`config.mk`:
```
export PLATFORM = sky130hd
export DESIGN_NAME = pool_partition_alloc
export DESIGN_NICKNAME = d
export VERILOG_FILES = /design/src/rtl/pool_pkg.sv /design/src/rtl/pool_rr_arbiter.sv /design/src/rtl/pool_free_scan.sv /design/src/rtl/pool_owner_map.sv /design/src/rtl/pool_partition_alloc.sv
export SDC_FILE = /design/constraint.sdc
export NUM_CORES = 1
export LEC_CHECK = 0
export ABC_AREA = 1
export BUFFER_PORTS_ARGS = -buffer_cell sky130_fd_sc_hd__buf_4
export CAP_MARGIN = 20
export CELL_PAD_IN_SITES_DETAIL_PLACEMENT = 1
export CELL_PAD_IN_SITES_GLOBAL_PLACEMENT = 1
export CORE_UTILIZATION = 40
export CTS_CLUSTER_DIAMETER = 40
export CTS_CLUSTER_SIZE = 40
export DETAILED_ROUTE_END_ITERATION = 8
export PLACE_DENSITY = 0.84
export SYNTH_ARGS = -nofsm -noshare
export SYNTH_HDL_FRONTEND = slang
export SYNTH_HIERARCHICAL = 1
export SYNTH_SLANG_ARGS = --single-unit
```
`constraint.sdc`:
```
create_clock -name clk -period 7.6 [get_ports clk]
set_input_delay 0.76 -clock clk [delete_from_list [all_inputs] [get_ports clk]]
set_output_delay 0.76 -clock clk [all_outputs]
set_load 0.05 [all_outputs]
```
`src/rtl/pool_pkg.sv`:
```
package pool_pkg;

  // Widest bit vector the helper functions accept; the pool must fit in it.
  localparam int VEC_W = 64;

  // Outcome of a release request after it has been checked against state.
  typedef enum logic [1:0] {
    REL_NONE      = 2'd0,
    REL_RETURN    = 2'd1,
    REL_AT_FLOOR  = 2'd2,
    REL_NOT_OWNED = 2'd3
  } rel_kind_e;

  // Number of set bits.
  function automatic int pop_count(input logic [VEC_W-1:0] v);
    int n;
    n = 0;
    for (int i = 0; i < VEC_W; i++) n += 32'(v[i]);
    return n;
  endfunction

  // Index of the lowest set bit, -1 if none.
  function automatic int lowest_set(input logic [VEC_W-1:0] v);
    int idx;
    idx = -1;
    for (int i = VEC_W - 1; i >= 0; i--) if (v[i]) idx = i;
    return idx;
  endfunction

  // First set bit among the low n bits, searching upward from start and
  // wrapping; -1 if none.
  function automatic int rr_pick(input logic [VEC_W-1:0] v, input int n, input int start);
    int res;
    int idx;
    res = -1;
    for (int k = 0; k < VEC_W; k++) begin
      if (k < n) begin
        idx = start + k;
        if (idx >= n) idx = idx - n;
        if (v[idx] && res < 0) res = idx;
      end
    end
    return res;
  endfunction

endpackage

```
`src/rtl/pool_rr_arbiter.sv`:
```
module pool_rr_arbiter #(
  parameter int N = 4
) (
  input  logic                 clk,
  input  logic                 rst_n,
  input  logic [N-1:0]         elig_i,
  output logic [N-1:0]         gnt_o,
  output logic                 gnt_valid_o,
  output logic [$clog2(N)-1:0] gnt_idx_o
);
  import pool_pkg::*;

  localparam int IW = $clog2(N);

  logic [IW-1:0] ptr_q;
  int            pick;

  always_comb begin
    pick        = rr_pick(VEC_W'(elig_i), N, int'(ptr_q));
    gnt_valid_o = (pick >= 0);
    gnt_idx_o   = gnt_valid_o ? IW'(pick) : '0;
    gnt_o       = gnt_valid_o ? (N'(1) << gnt_idx_o) : '0;
  end

  always_ff @(posedge clk or negedge rst_n) begin
    if (!rst_n) begin
      ptr_q <= '0;
    end else if (gnt_valid_o) begin
      ptr_q <= (int'(gnt_idx_o) == N - 1) ? '0 : gnt_idx_o + IW'(1);
    end
  end

endmodule

```
`src/rtl/pool_free_scan.sv`:
```
module pool_free_scan #(
  parameter int P = 16
) (
  input  logic [P-1:0]           owned_i,
  output logic                   any_o,
  output logic [$clog2(P)-1:0]   low_o,
  output logic [$clog2(P+1)-1:0] cnt_o
);
  import pool_pkg::*;

  localparam int PW = $clog2(P);
  localparam int NW = $clog2(P + 1);

  logic [P-1:0] free_vec;
  int           low;

  always_comb begin
    free_vec = ~owned_i;
    low      = lowest_set(VEC_W'(free_vec));
    any_o    = (low >= 0);
    low_o    = any_o ? PW'(low) : '0;
    cnt_o    = NW'(pop_count(VEC_W'(free_vec)));
  end

endmodule

```
`src/rtl/pool_owner_map.sv`:
```
module pool_owner_map #(
  parameter int P   = 16,
  parameter int C   = 4,
  parameter int MIN = 2
) (
  input  logic                 clk,
  input  logic                 rst_n,
  input  logic                 take_i,
  input  logic [$clog2(P)-1:0] take_part_i,
  input  logic [$clog2(C)-1:0] take_core_i,
  input  logic                 drop_i,
  input  logic [$clog2(P)-1:0] drop_part_i,
  output logic [P-1:0]         valid_o,
  output logic [P*$clog2(C)-1:0] owner_o,
  output logic [P*C-1:0]       sel_o
);
  localparam int PW = $clog2(P);
  localparam int CW = $clog2(C);

  for (genvar p = 0; p < P; p++) begin : g_part
    logic          vld_q;
    logic [CW-1:0] own_q;

    if (p < C * MIN) begin : g_boot_owned
      localparam logic [CW-1:0] BOOT_OWNER = CW'(p / MIN);
      always_ff @(posedge clk or negedge rst_n) begin
        if (!rst_n) begin
          vld_q <= 1'b1;
          own_q <= BOOT_OWNER;
        end else if (take_i && take_part_i == PW'(p)) begin
          vld_q <= 1'b1;
          own_q <= take_core_i;
        end else if (drop_i && drop_part_i == PW'(p)) begin
          vld_q <= 1'b0;
        end
      end
    end else begin : g_boot_free
      always_ff @(posedge clk or negedge rst_n) begin
        if (!rst_n) begin
          vld_q <= 1'b0;
          own_q <= '0;
        end else if (take_i && take_part_i == PW'(p)) begin
          vld_q <= 1'b1;
          own_q <= take_core_i;
        end else if (drop_i && drop_part_i == PW'(p)) begin
          vld_q <= 1'b0;
        end
      end
    end

    // Decoder feeding the per-partition access multiplexer.
    always_comb begin
      valid_o[p]             = vld_q;
      owner_o[p*CW +: CW]    = own_q;
      sel_o[p*C +: C]        = vld_q ? (C'(1) << own_q) : '0;
    end
  end

endmodule

```
`src/rtl/pool_partition_alloc.sv`:
```
module pool_partition_alloc #(
  parameter int NUM_CORES = 4,
  parameter int NUM_PARTS = 16,
  parameter int MIN_PARTS = 2,
  parameter int MAX_PARTS = 6,
  localparam int CW = $clog2(NUM_CORES),
  localparam int PW = $clog2(NUM_PARTS),
  localparam int NW = $clog2(NUM_PARTS + 1)
) (
  input  logic                      clk,
  input  logic                      rst_n,
  input  logic [NUM_CORES-1:0]      req_i,
  input  logic                      rel_valid_i,
  input  logic [CW-1:0]             rel_core_i,
  input  logic [PW-1:0]             rel_part_i,
  output logic [NUM_CORES-1:0]      grant_o,
  output logic [PW-1:0]             grant_part_o,
  output logic [NUM_PARTS-1:0]      owner_valid_o,
  output logic [NUM_PARTS*CW-1:0]   owner_o,
  output logic [NUM_PARTS*NUM_CORES-1:0] part_sel_o,
  output logic [NUM_CORES*NW-1:0]   core_count_o,
  output logic [NW-1:0]             free_count_o,
  output logic                      rel_err_o
);
  import pool_pkg::*;

  localparam logic [NW-1:0] MIN_N  = NW'(MIN_PARTS);
  localparam logic [NW-1:0] MAX_N  = NW'(MAX_PARTS);
  localparam logic [NW-1:0] BOOT_FREE = NW'(NUM_PARTS - NUM_CORES * MIN_PARTS);

  // Named internal events, also observed by the bound checker.
  logic                 scan_any;
  logic [PW-1:0]        scan_low;
  logic [NW-1:0]        scan_cnt_w;
  logic [NUM_CORES-1:0] elig_w;
  logic                 gnt_valid_w;
  logic [CW-1:0]        gnt_idx_w;
  logic                 rel_in_range;
  logic                 rel_owned;
  logic                 drop_en;
  rel_kind_e            rel_kind;

  logic [NW-1:0] cnt_q [NUM_CORES];
  logic [NW-1:0] free_q;
  logic          err_q;

  pool_free_scan #(.P(NUM_PARTS)) u_scan (
    .owned_i (owner_valid_o),
    .any_o   (scan_any),
    .low_o   (scan_low),
    .cnt_o   (scan_cnt_w)
  );

  // A core may compete only while below its ceiling and the pool has space.
  for (genvar c = 0; c < NUM_CORES; c++) begin : g_elig
    assign elig_w[c] = req_i[c] && (cnt_q[c] < MAX_N) && scan_any;
  end

  pool_rr_arbiter #(.N(NUM_CORES)) u_arb (
    .clk         (clk),
    .rst_n       (rst_n),
    .elig_i      (elig_w),
    .gnt_o       (grant_o),
    .gnt_valid_o (gnt_valid_w),
    .gnt_idx_o   (gnt_idx_w)
  );

  assign grant_part_o = scan_low;

  // Release classification.
  always_comb begin
    rel_in_range = ({1'b0, rel_part_i} < (PW+1)'(NUM_PARTS));
    rel_owned    = rel_in_range && owner_valid_o[rel_part_i] &&
                   (owner_o[rel_part_i*CW +: CW] == rel_core_i);
    if (!rel_valid_i)                   rel_kind = REL_NONE;
    else if (!rel_owned)                rel_kind = REL_NOT_OWNED;
    else if (cnt_q[rel_core_i] == MIN_N) rel_kind = REL_AT_FLOOR;
    else                                rel_kind = REL_RETURN;
    drop_en = (rel_kind == REL_RETURN);
  end

  pool_owner_map #(.P(NUM_PARTS), .C(NUM_CORES), .MIN(MIN_PARTS)) u_map (
    .clk         (clk),
    .rst_n       (rst_n),
    .take_i      (gnt_valid_w),
    .take_part_i (scan_low),
    .take_core_i (gnt_idx_w),
    .drop_i      (drop_en),
    .drop_part_i (rel_part_i),
    .valid_o     (owner_valid_o),
    .owner_o     (owner_o),
    .sel_o       (part_sel_o)
  );

  // Per-core counts, updated incrementally from grant and release.
  for (genvar c = 0; c < NUM_CORES; c++) begin : g_cnt
    logic add_one;
    logic sub_one;
    assign add_one = grant_o[c];
    assign sub_one = drop_en && (rel_core_i == CW'(c));
    always_ff @(posedge clk or negedge rst_n) begin
      if (!rst_n) cnt_q[c] <= MIN_N;
      else        cnt_q[c] <= cnt_q[c] + NW'(add_one) - NW'(sub_one);
    end
    assign core_count_o[c*NW +: NW] = cnt_q[c];
  end

  always_ff @(posedge clk or negedge rst_n) begin
    if (!rst_n) begin
      free_q <= BOOT_FREE;
      err_q  <= 1'b0;
    end else begin
      free_q <= free_q - NW'(gnt_valid_w) + NW'(drop_en);
      err_q  <= (rel_kind == REL_NOT_OWNED);
    end
  end

  assign free_count_o = free_q;
  assign rel_err_o    = err_q;

endmodule

```
# After elaboration in Yosys (flattened, before gate mapping)
# Index checks and enable logic that the tools add are counted.
[op_classes]
bitwise_logic = 2
n_reduce_logical = 67
add_sub_neg = 18
order_cmp = 19
shifts = 18
n_mux = 96
mul = 0
eq_ne = 38
n_div = 0
[op_table]
columns = ["operator", "n"]
rows = [
  ["$mux W32", 24],
  ["$lt A32 B8 Y1 const B", 4],
  ["$ge A32 B4 Y1 const B", 3],
  ["$lt A32 B1 Y1 const B", 3],
  ["$sub A32 B4 Y32 const B", 3],
  ["$mux W4", 18],
  ["$shl A1 B2 Y4 const A", 17],
  ["$eq A4 B4 Y1 const B", 16],
  ["$ge A32 B1 Y1 const B", 2],
  ["$logic_and A1 B1 Y1", 48],
  ["$mux W1", 41],
  ["$eq A4 B3 Y1 const B", 8],
  ["$reduce_bool A2 Y1", 16],
  ["$shiftx A32 B6 Y2", 1],
  ["$add A5 B1 Y5", 5],
  ["$sub A5 B1 Y5", 5],
  ["$bmux W1 S6", 4],
  ["$lt A5 B3 Y1 const B", 4],
  ["$eq A4 B2 Y1 const B", 4],
  ["$not A16 Y16", 1],
  ["$bmux W5 S2", 1],
  ["$mux W2", 5],
  ["$mux W5", 2],
  ["$eq A4 B1 Y1 const B", 2],
  ["15 further kinds", 21],
]
[totals]
output_inout_bits = 146
in_bits = 13
word_cells = 297
n_memories = 0
ff_bits = 76
mem_bits_ro = 0
latch_bits = 0
ramBits = 0

# Logic depth before layout (Yosys ltp)
# Gate-level depths: netlist of run 1.
[depth]
depth_word = 38
ltp_mapped = 25
mapped_depth_nobuf = 24

# Modules after synthesis
# Netlist of run 1, hierarchy kept.
[by_module_without_submodules]
columns = ["module", "instances", "cells_per_inst", "seq_area_each_um2", "area_each_um2"]
rows = [
  ["pool_owner_map", 1, 386, 1221.2, 2737.6],
  ["pool_partition_alloc", 1, 312, 656.9, 2412.3],
  ["pool_free_scan", 1, 88, 0.0, 658.1],
  ["pool_rr_arbiter", 1, 80, 50.0, 499.2],
]

# Least setup slack after synthesis of run 1
# No wires, ideal clock.
[synth_path]
path_kind = "register -> register"
from = "register u_map.g_part[0].vld_q"
to = "register cnt_q (netlist bit core_count_o[14])"
stages_incl_launch_ff = 26
path_buffers = 1
required_time_ns = 7.520
setup_slack_ns = 3.487
setup_ns = 0.080
arrival_ns = 4.033
synth_period_minus_slack_ns = 4.113
cell_sequence = "dfstp_2 > buf_4 > nand2_1 > nor4_2 > nand4_2 > nand3_1 > a21oi_1 > inv_1 > nand2_1 > nand3_2 > nand2_2 > inv_2 > nand3_1 > nand2_1 > nand2_1 > nand2_1 > nand2_2 > inv_2 > ha_1 > inv_1 > nor2_1 > ha_1 > inv_1 > fa_1 > o21ai_0 > xnor2_1"
[synth_between]
elab_chain_len = 23
word_cells_on_any_way = 42
classes_between = "add/sub: 2; order compare: 5; eq/ne: 1; shift: 1; mux: 23; bitwise: 1; reduce/logical: 9"
[synth_lines]
columns = ["element", "line_no", "source"]
rows = [
  ["start: declaration", "pool_owner_map.sv:21", "logic vld_q;"],
  ["start signal: assignment", "pool_owner_map.sv:28", "vld_q <= 1'b1;"],
  ["start signal: assignment", "pool_owner_map.sv:31", "vld_q <= 1'b1;"],
  ["start signal: assignment", "pool_owner_map.sv:34", "vld_q <= 1'b0;"],
  ["$not A16 Y16 (*)", "pool_free_scan.sv:18", "free_vec = ~owned_i;"],
  ["$mux W32 (*)", "pool_pkg.sv:26", "for (int i = VEC_W - 1; i >= 0; i--) if (v[i]) idx = i;"],
  ["$ge A32 B1 Y1 (*)", "pool_free_scan.sv:20", "any_o = (low >= 0);"],
  ["named net scan_any", "pool_partition_alloc.sv:32", "logic scan_any;"],
  ["$logic_and A1 B1 Y1 (*)", "pool_partition_alloc.sv:56", "assign elig_w[c] = req_i[c] && (cnt_q[c] < MAX_N) && scan_any;"],
  ["named net elig_w[1]", "pool_partition_alloc.sv:35", "logic [NUM_CORES-1:0] elig_w;"],
  ["$bmux W1 S6", "pool_pkg.sv:40", "if (v[idx] && res < 0) res = idx;"],
  ["$mux W1 (not written as such) (2 in a row)", "pool_pkg.sv:40", ""],
  ["[10 not listed]", "n/a", ""],
  ["$ge A32 B1 Y1", "pool_rr_arbiter.sv:20", "gnt_valid_o = (pick >= 0);"],
  ["$mux W2 (*)", "pool_rr_arbiter.sv:21", "gnt_idx_o = gnt_valid_o ? IW'(pick) : '0;"],
  ["named net gnt_idx_w[0]", "pool_partition_alloc.sv:37", "logic [CW-1:0] gnt_idx_w;"],
  ["$shl A1 B2 Y4 (*)", "pool_rr_arbiter.sv:22", "gnt_o = gnt_valid_o ? (N'(1) << gnt_idx_o) : '0;"],
  ["$mux W4 (*)", "pool_rr_arbiter.sv:22", ""],
  ["named net grant_o[2]", "pool_partition_alloc.sv:16", "output logic [NUM_CORES-1:0] grant_o,"],
  ["$add A5 B1 Y5 (*)", "pool_partition_alloc.sv:103", "else cnt_q[c] <= cnt_q[c] + NW'(add_one) - NW'(sub_one);"],
  ["$sub A5 B1 Y5 (*)", "pool_partition_alloc.sv:103", ""],
  ["end signal: indexed assignment", "pool_partition_alloc.sv:103", ""],
  ["end: declaration", "pool_partition_alloc.sv:43", "logic [NW-1:0] cnt_q [NUM_CORES];"],
]
# The timed path passes the listed nets; every way through them passes the cells marked *. The select of a mux whose other input is x is not followed.
# A chain may end at the register's enable or synchronous reset.

# Worst setup path after layout of run 1
[layout_path]
from = "register u_map.g_part[1].vld_q"
to = "output grant_o[2]"
[layout_between]
elab_chain_len = 22
word_cells_on_any_way = 34
classes_between = "order compare: 5; shift: 1; mux: 20; bitwise: 1; reduce/logical: 7"
[layout_lines]
columns = ["element", "line_no", "source"]
rows = [
  ["start: declaration", "pool_owner_map.sv:21", ""],
  ["start signal: assignment", "pool_owner_map.sv:28", ""],
  ["start signal: assignment", "pool_owner_map.sv:31", ""],
  ["start signal: assignment", "pool_owner_map.sv:34", ""],
  ["$not A16 Y16 (*)", "pool_free_scan.sv:18", ""],
  ["$mux W32 (*) (2 in a row)", "pool_pkg.sv:26", ""],
  ["$ge A32 B1 Y1 (*)", "pool_free_scan.sv:20", ""],
  ["named net scan_any", "pool_partition_alloc.sv:32", ""],
  ["$logic_and A1 B1 Y1 (*)", "pool_partition_alloc.sv:56", ""],
  ["named net elig_w[1]", "pool_partition_alloc.sv:35", ""],
  ["$bmux W1 S6", "pool_pkg.sv:40", ""],
  ["$mux W1 (not written as such) (2 in a row)", "pool_pkg.sv:40", ""],
  ["[8 not listed]", "n/a", ""],
  ["$logic_and A1 B1 Y1", "pool_pkg.sv:40", ""],
  ["$mux W32 (*)", "pool_pkg.sv:40", ""],
  ["$ge A32 B1 Y1 (*)", "pool_rr_arbiter.sv:20", ""],
  ["named net gnt_valid_w", "pool_partition_alloc.sv:36", "logic gnt_valid_w;"],
  ["$mux W2 (*)", "pool_rr_arbiter.sv:21", ""],
  ["named net gnt_idx_w[1]", "pool_partition_alloc.sv:37", ""],
  ["$shl A1 B2 Y4 (*)", "pool_rr_arbiter.sv:22", ""],
  ["$mux W4 (*)", "pool_rr_arbiter.sv:22", ""],
  ["end: declaration", "pool_partition_alloc.sv:16", ""],
]
# Marks and branches as above.

==> results of run 1 <==
==> layer usage <==
metal	vias to the layer above	part of all wire (%)
li1	2840	-
met5	-	0
met3	23	5.3
met2	175	46
met4	0	1.9
met1	2789	47
==> worst min-delay path by stage <==
stage,endpoint,cells past startpoint,from
6_report,u_map/g_part[2].own_q[1],1,rst_n
3_3_place_gp,u_map/g_part[7].own_q[1],2,u_map/g_part[7].own_q[1]
2_1_floorplan,u_map/g_part[3].vld_q,2,u_map/g_part[3].vld_q
5_1_grt,u_map/g_part[3].own_q[1],1,rst_n
3_5_place_dp,u_map/g_part[7].own_q[1],2,u_map/g_part[7].own_q[1]
4_1_cts,u_map/g_part[7].own_q[1],2,u_map/g_part[7].own_q[1]
==> sequential cells by signal, summed over array words and instances, names as in the netlist <==
signal,cells
core_count_o,20
free_count_o,5
rel_err_o,1
u_arb/ptr_q,2
u_map/g_part.own_q,32
u_map/g_part.vld_q,16
==> critical path, cell delays in order, from the launching register on <==
cell and delay [ns]:
dfstp_2 0.60, nand2_1 0.08, nor4_2 0.28, nand4_2 0.25, nand3_1 0.17, a21oi_1 0.06, inv_1 0.06, nand2_1 0.07
nand2_1 0.13, nand2_1 0.10, nand2_2 0.11, nand4_2 0.54, nand3_2 0.32, inv_2 0.21, ha_1 0.26, inv_1 0.05
nor2_1 0.06, buf_4 0.20
==> stage by stage <==
stage / cell area (um2) / hold WS (ns) / instances / util, % / setup WS [ns]
final: 7370 / 0.3249 / 1143 / 52.28 / 2.940
after global routing: 7370 / 0.3465 / 1143 / 52.28 / 2.553
after CTS: 7342 / 0.5063 / 1142 / 52.09 / 2.947
after detailed placement: 7039 / 0.4975 / 1126 / 49.94 / 3.255
after global placement: 7039 / 0.4902 / 1126 / 49.94 / 3.422
after floorplan: 5852 / 0.4495 / 818 / - / 3.493
==> layout make-up <==
type,instances,share of cell area [%]
Clock buffer,11,3.430
Sequential cell,76,26.16
Timing Repair Buffer,159,16.47
Multi-Input combinational cell,563,42.39
Inverter,149,7.810
Tap cell,180,3.056
Clock inverter,5,0.6791
==> impl_results.md, run 1 <==
- Outcome: completed
- Critical path class: reg2out
- Num Clock Sinks: 76
- Met2 Track Usage GR: 41.15%
- Commonest non-fill, non-tap cell in the layout: nand2_1
- CTS tree: built
- R2r endpoint: core_count_o[19]
- Flop2flop setup slack: 3.22 ns
- Post-CTS Hold Buffers: 0
- Max-slew headroom: 40.83%
- Initial antenna violation count: 0
- CP Launch Type: register
- GR peak layer: met2
- Antenna Diode Count: 0
- Die Width: 123.0 um
- Period utilization: 61.32%
- Commonest cells after routing, fill and taps aside: nand2_1 (211), buf_4 (158), inv_1 (137), nor3_1 (69)
- Cell area after synthesis: 5852 um2
- Fmax achieved: 214.6 MHz
- Critical path arrival: 3.90 ns
- CP startpoint: u_map/g_part[1].vld_q
- Setup Skew: 0.005886 ns
- Number of vias per cell: 5.098
- Footprint of the multi-input gates: 3124 um2
- Unrepaired setup endpoints after global routing: no
- Nets@finish: 1020
- Met3 Use GR: 3.275%
- Fill cells: 1858
- Die ar.: 15120 um2
- Crit path time final: 4.660 ns
- Clock buffer count from CTS: 9
- DR DRC count: 0
- Resized cells post-CTS: 0
- Least-Margin Pin Slew: 0.8808 ns
- R2R cell count: 21
- Average size of a mapped cell: 7.154 um2
- Crit path max fanout: 23
- Worst setup endpoint: grant_o[2]
- Max-capacitance violation count: 0
- Post-Synthesis Cells: 818
- Post-route setup TNS: 0 ns
- First-pass GRT wire length: 29710 um
- Clock Latency Late Sink: 0.35 ns
- CP Capture Type: output port
- Synth Net Count: 880
- Area delta synth->final: 25.94%
- HPWL Detailed: 14630 um
- Critical Path RT: 6.84 ns
- Clock-pin slew on the worst setup and hold paths: 0.06 ns
- Routed WL: 19160 um
- H-tree Lvls: 3
- Final hold vios: 0
- HP Class: in2async
- Vias: 5827
- Clk buf depth: 2
- Seq. cell area: 1928 um2
- Drt initial violations: 267
- Detailed Routing Iterations Pass 1: 5
- Core box area: 14100 um2
- Reg2reg start: u_map/g_part[1].vld_q
- Met1 Usage GRT: 36.60%
- Starting Density: 41.51%
- Yosys warns: 6
- Die Span Y: 123.0 um
- Root Driver: clkbuf_16
- Final GP Congestion: 0.9084
- Port Buffer Count: 158
- Vias in the first global route: 5615
- Gr usage total: 26.11%
- Gr ovfl total: 0
- Detail Route Antenna Nets: 0
- IO Pins: 159
- Post-CTS Setup Bufs: 0
- Routed len/inst: 16.76 um
- Final slew viol count: 0
- Share of layout cells above drive strength 1: 24.82%
- Largest net degree at the start of global routing: 77
- # rows: 43
- Final setup fails: 0
Power of run 1 is not shown: default switching activity piles up to over one toggle a cycle in this logic, so the estimate is an artifact.
==> run 2: changes to the inputs <==
--- a/config.mk
+++ b/config.mk
@@ -10,11 +10,11 @@
 export CAP_MARGIN = 20
 export CELL_PAD_IN_SITES_DETAIL_PLACEMENT = 1
 export CELL_PAD_IN_SITES_GLOBAL_PLACEMENT = 1
-export CORE_UTILIZATION = 40
+export CORE_UTILIZATION = 39
 export CTS_CLUSTER_DIAMETER = 40
 export CTS_CLUSTER_SIZE = 40
 export DETAILED_ROUTE_END_ITERATION = 8
-export PLACE_DENSITY = 0.84
+export PLACE_DENSITY = 0.82
 export SYNTH_ARGS = -nofsm -noshare
 export SYNTH_HDL_FRONTEND = slang
 export SYNTH_HIERARCHICAL = 1
==> constraint.sdc (replaced) <==
create_clock -name clk -period 4.6 [get_ports clk]
set_input_delay 0.46 -clock clk [delete_from_list [all_inputs] [get_ports clk]]
set_output_delay 0.46 -clock clk [all_outputs]
set_load 0.05 [all_outputs]
==> run 2 against run 1 <==
Effect of this change: global-route usage fell by 1.1 points; register-to-register slack got worse by 2.8 ns; cell count rose by 0.35%; via count rose by 0.76%; worst setup slack got worse by 2.5 ns; highest routed layer unchanged; design area fell by 0.34%.
==> impl_results.md, run 2 (synthesis gave the netlist of run 1 again) <==
- Outcome: completed
- Post-route setup TNS: 0 ns
- First-pass GRT wire length: 30640 um
- Critical path class: reg2reg
- Max reg flops: 32
- Clock Latency Late Sink: 0.35 ns
- Antenna Diode Count: 0
- Critical path arrival: 4.48 ns
- Gr usage total: 25.00%
- Reg2reg start: u_map/g_part[0].vld_q
- IO Pins: 159
- # rows: 44
- Critical Path RT: 4.87 ns
- CP startpoint: u_map/g_part[0].vld_q
- Fmax achieved: 237.9 MHz
- Routed WL: 18870 um
- DP Worst Slack: 0.4612 ns
- Num Clock Sinks: 76
- Detail Route Antenna Nets: 0
- Seq. cell area: 1928 um2
- Die Width: 124.5 um
- Nets@finish: 1020
- Crit path time final: 4.204 ns
- HPWL Detailed: 14550 um
- Post-CTS Hold Buffers: 0
- Core box area: 14590 um2
- Port Buffer Count: 158
- Die ar.: 15500 um2
- Gr ovfl total: 0
- DR DRC count: 0
- Least-Margin Pin Slew: 0.9995 ns
- CP Launch Type: register
- Commonest non-fill, non-tap cell in the layout: nand2_1
- Detailed Routing Iterations Pass 1: 4
- CP Capture Type: register
- Final setup fails: 0
- CTS tree: built
- Number of vias per cell: 5.119
- Max-capacitance violation count: 0
- Final hold vios: 0
- Clk buf depth: 2
- Setup Skew: 0.01087 ns
- Final worst slack: 0.3963 ns
- Footprint of the multi-input gates: 3124 um2
- Fill cells: 1913
- Clock-pin slew on the worst setup and hold paths: 0.06 ns
- Vias in the first global route: 5869
- Drt initial violations: 286
- Reg with most FFs: u_map/g_part.own_q
- H-tree Lvls: 3
- HP Class: in2async
- Commonest cells after routing, fill and taps aside: nand2_1 (211), buf_4 (159), inv_1 (137), nor3_1 (69)
- Area delta synth->final: 25.51%
- Vias: 5871
- Max-slew headroom: 33.36%
- Starting Density: 40.11%
- Largest net degree at the start of global routing: 77
- Initial antenna violation count: 0
- Resized cells post-CTS: 0
- Die Span Y: 124.5 um
- Crit path max fanout: 19
- Post-CTS Setup Bufs: 0
- Routed len/inst: 16.45 um
- Final slew viol count: 0
- Final GP Congestion: 0.8553
- Unrepaired setup endpoints after global routing: no
- Period utilization: 91.38%
- Clock buffer count from CTS: 9
- Root Driver: clkbuf_16
- Share of layout cells above drive strength 1: 24.61%
==> run 2: cell count changes in the layout (fill, tap and decap cells not counted) <==
cell	delta
clkbuf_1	+2
buf_4	+1
clkinv_2	-3
bufinv_16	-1
buf_16	-1
clkbuf_8	+2
==> run 2: worst paths after layout <==
check	to	slack, ns	cells after the start
max in group asynchronous	u_map/g_part[9].own_q[0]	3.68	1
hold reg to reg	u_map/g_part[2].own_q[0]	0.50	2
setup / recovery	core_count_o[9]	0.40	22
min in group clk	rel_err_o	0.40	3
hold / removal	u_map/g_part[1].own_q[0]	0.28	1
setup reg to reg	core_count_o[9]	0.40	22
==> run 2: through the flow <==
stage | hold WS (ns) | utilization, % | instance area (um2) | instances
6_report | 0.2789 | 50.34 | 7345 | 1147
5_1_grt | 0.3627 | 50.34 | 7345 | 1147
4_1_cts | 0.3255 | 50.34 | 7345 | 1147
3_5_place_dp | 0.5006 | 48.34 | 7052 | 1131
3_3_place_gp | 0.4941 | 48.34 | 7052 | 1131
2_1_floorplan | 0.1644 | - | 5852 | 818
==> run 2: layout make-up <==
cell class                      instances  share of cell area, %
Multi-Input combinational cell        563                  42.54
Sequential cell                        76                  26.25
Timing Repair Buffer                  159                  16.25
Inverter                              149                  7.836
Clock buffer                           15                  3.918
Tap cell                              184                  3.135
Clock inverter                          1                0.06814
==> run 2: critical path: stages (launching register included) <==
cell and delay, ns:
dfstp_2 0.59, nand2_1 0.09, nor4_2 0.29, nand4_2 0.30
nand3_1 0.19, a21oi_1 0.07, inv_1 0.06, nand2_1 0.07
nand2_1 0.11, nand2_1 0.09, nand2_2 0.10, nand3_4 0.10
nor2_2 0.13, nand2_1 0.08, nand2_2 0.37, ha_1 0.22
inv_1 0.04, nor2_1 0.19, ha_1 0.21, inv_1 0.06
fa_1 0.40, o21ai_0 0.24, xnor2_1 0.14
==> run 2: per-layer routing <==
layer | track usage, % | up-vias | wire length [um]
met3 | 3.179 | 20 | 974
met1 | 34.28 | 2853 | 8758
met4 | 9.426 | 0 | 408
met2 | 40.10 | 162 | 8731
li1 | - | 2836 | -
met5 | 0 | - | 0
Power of run 2 is left out for the same reason.
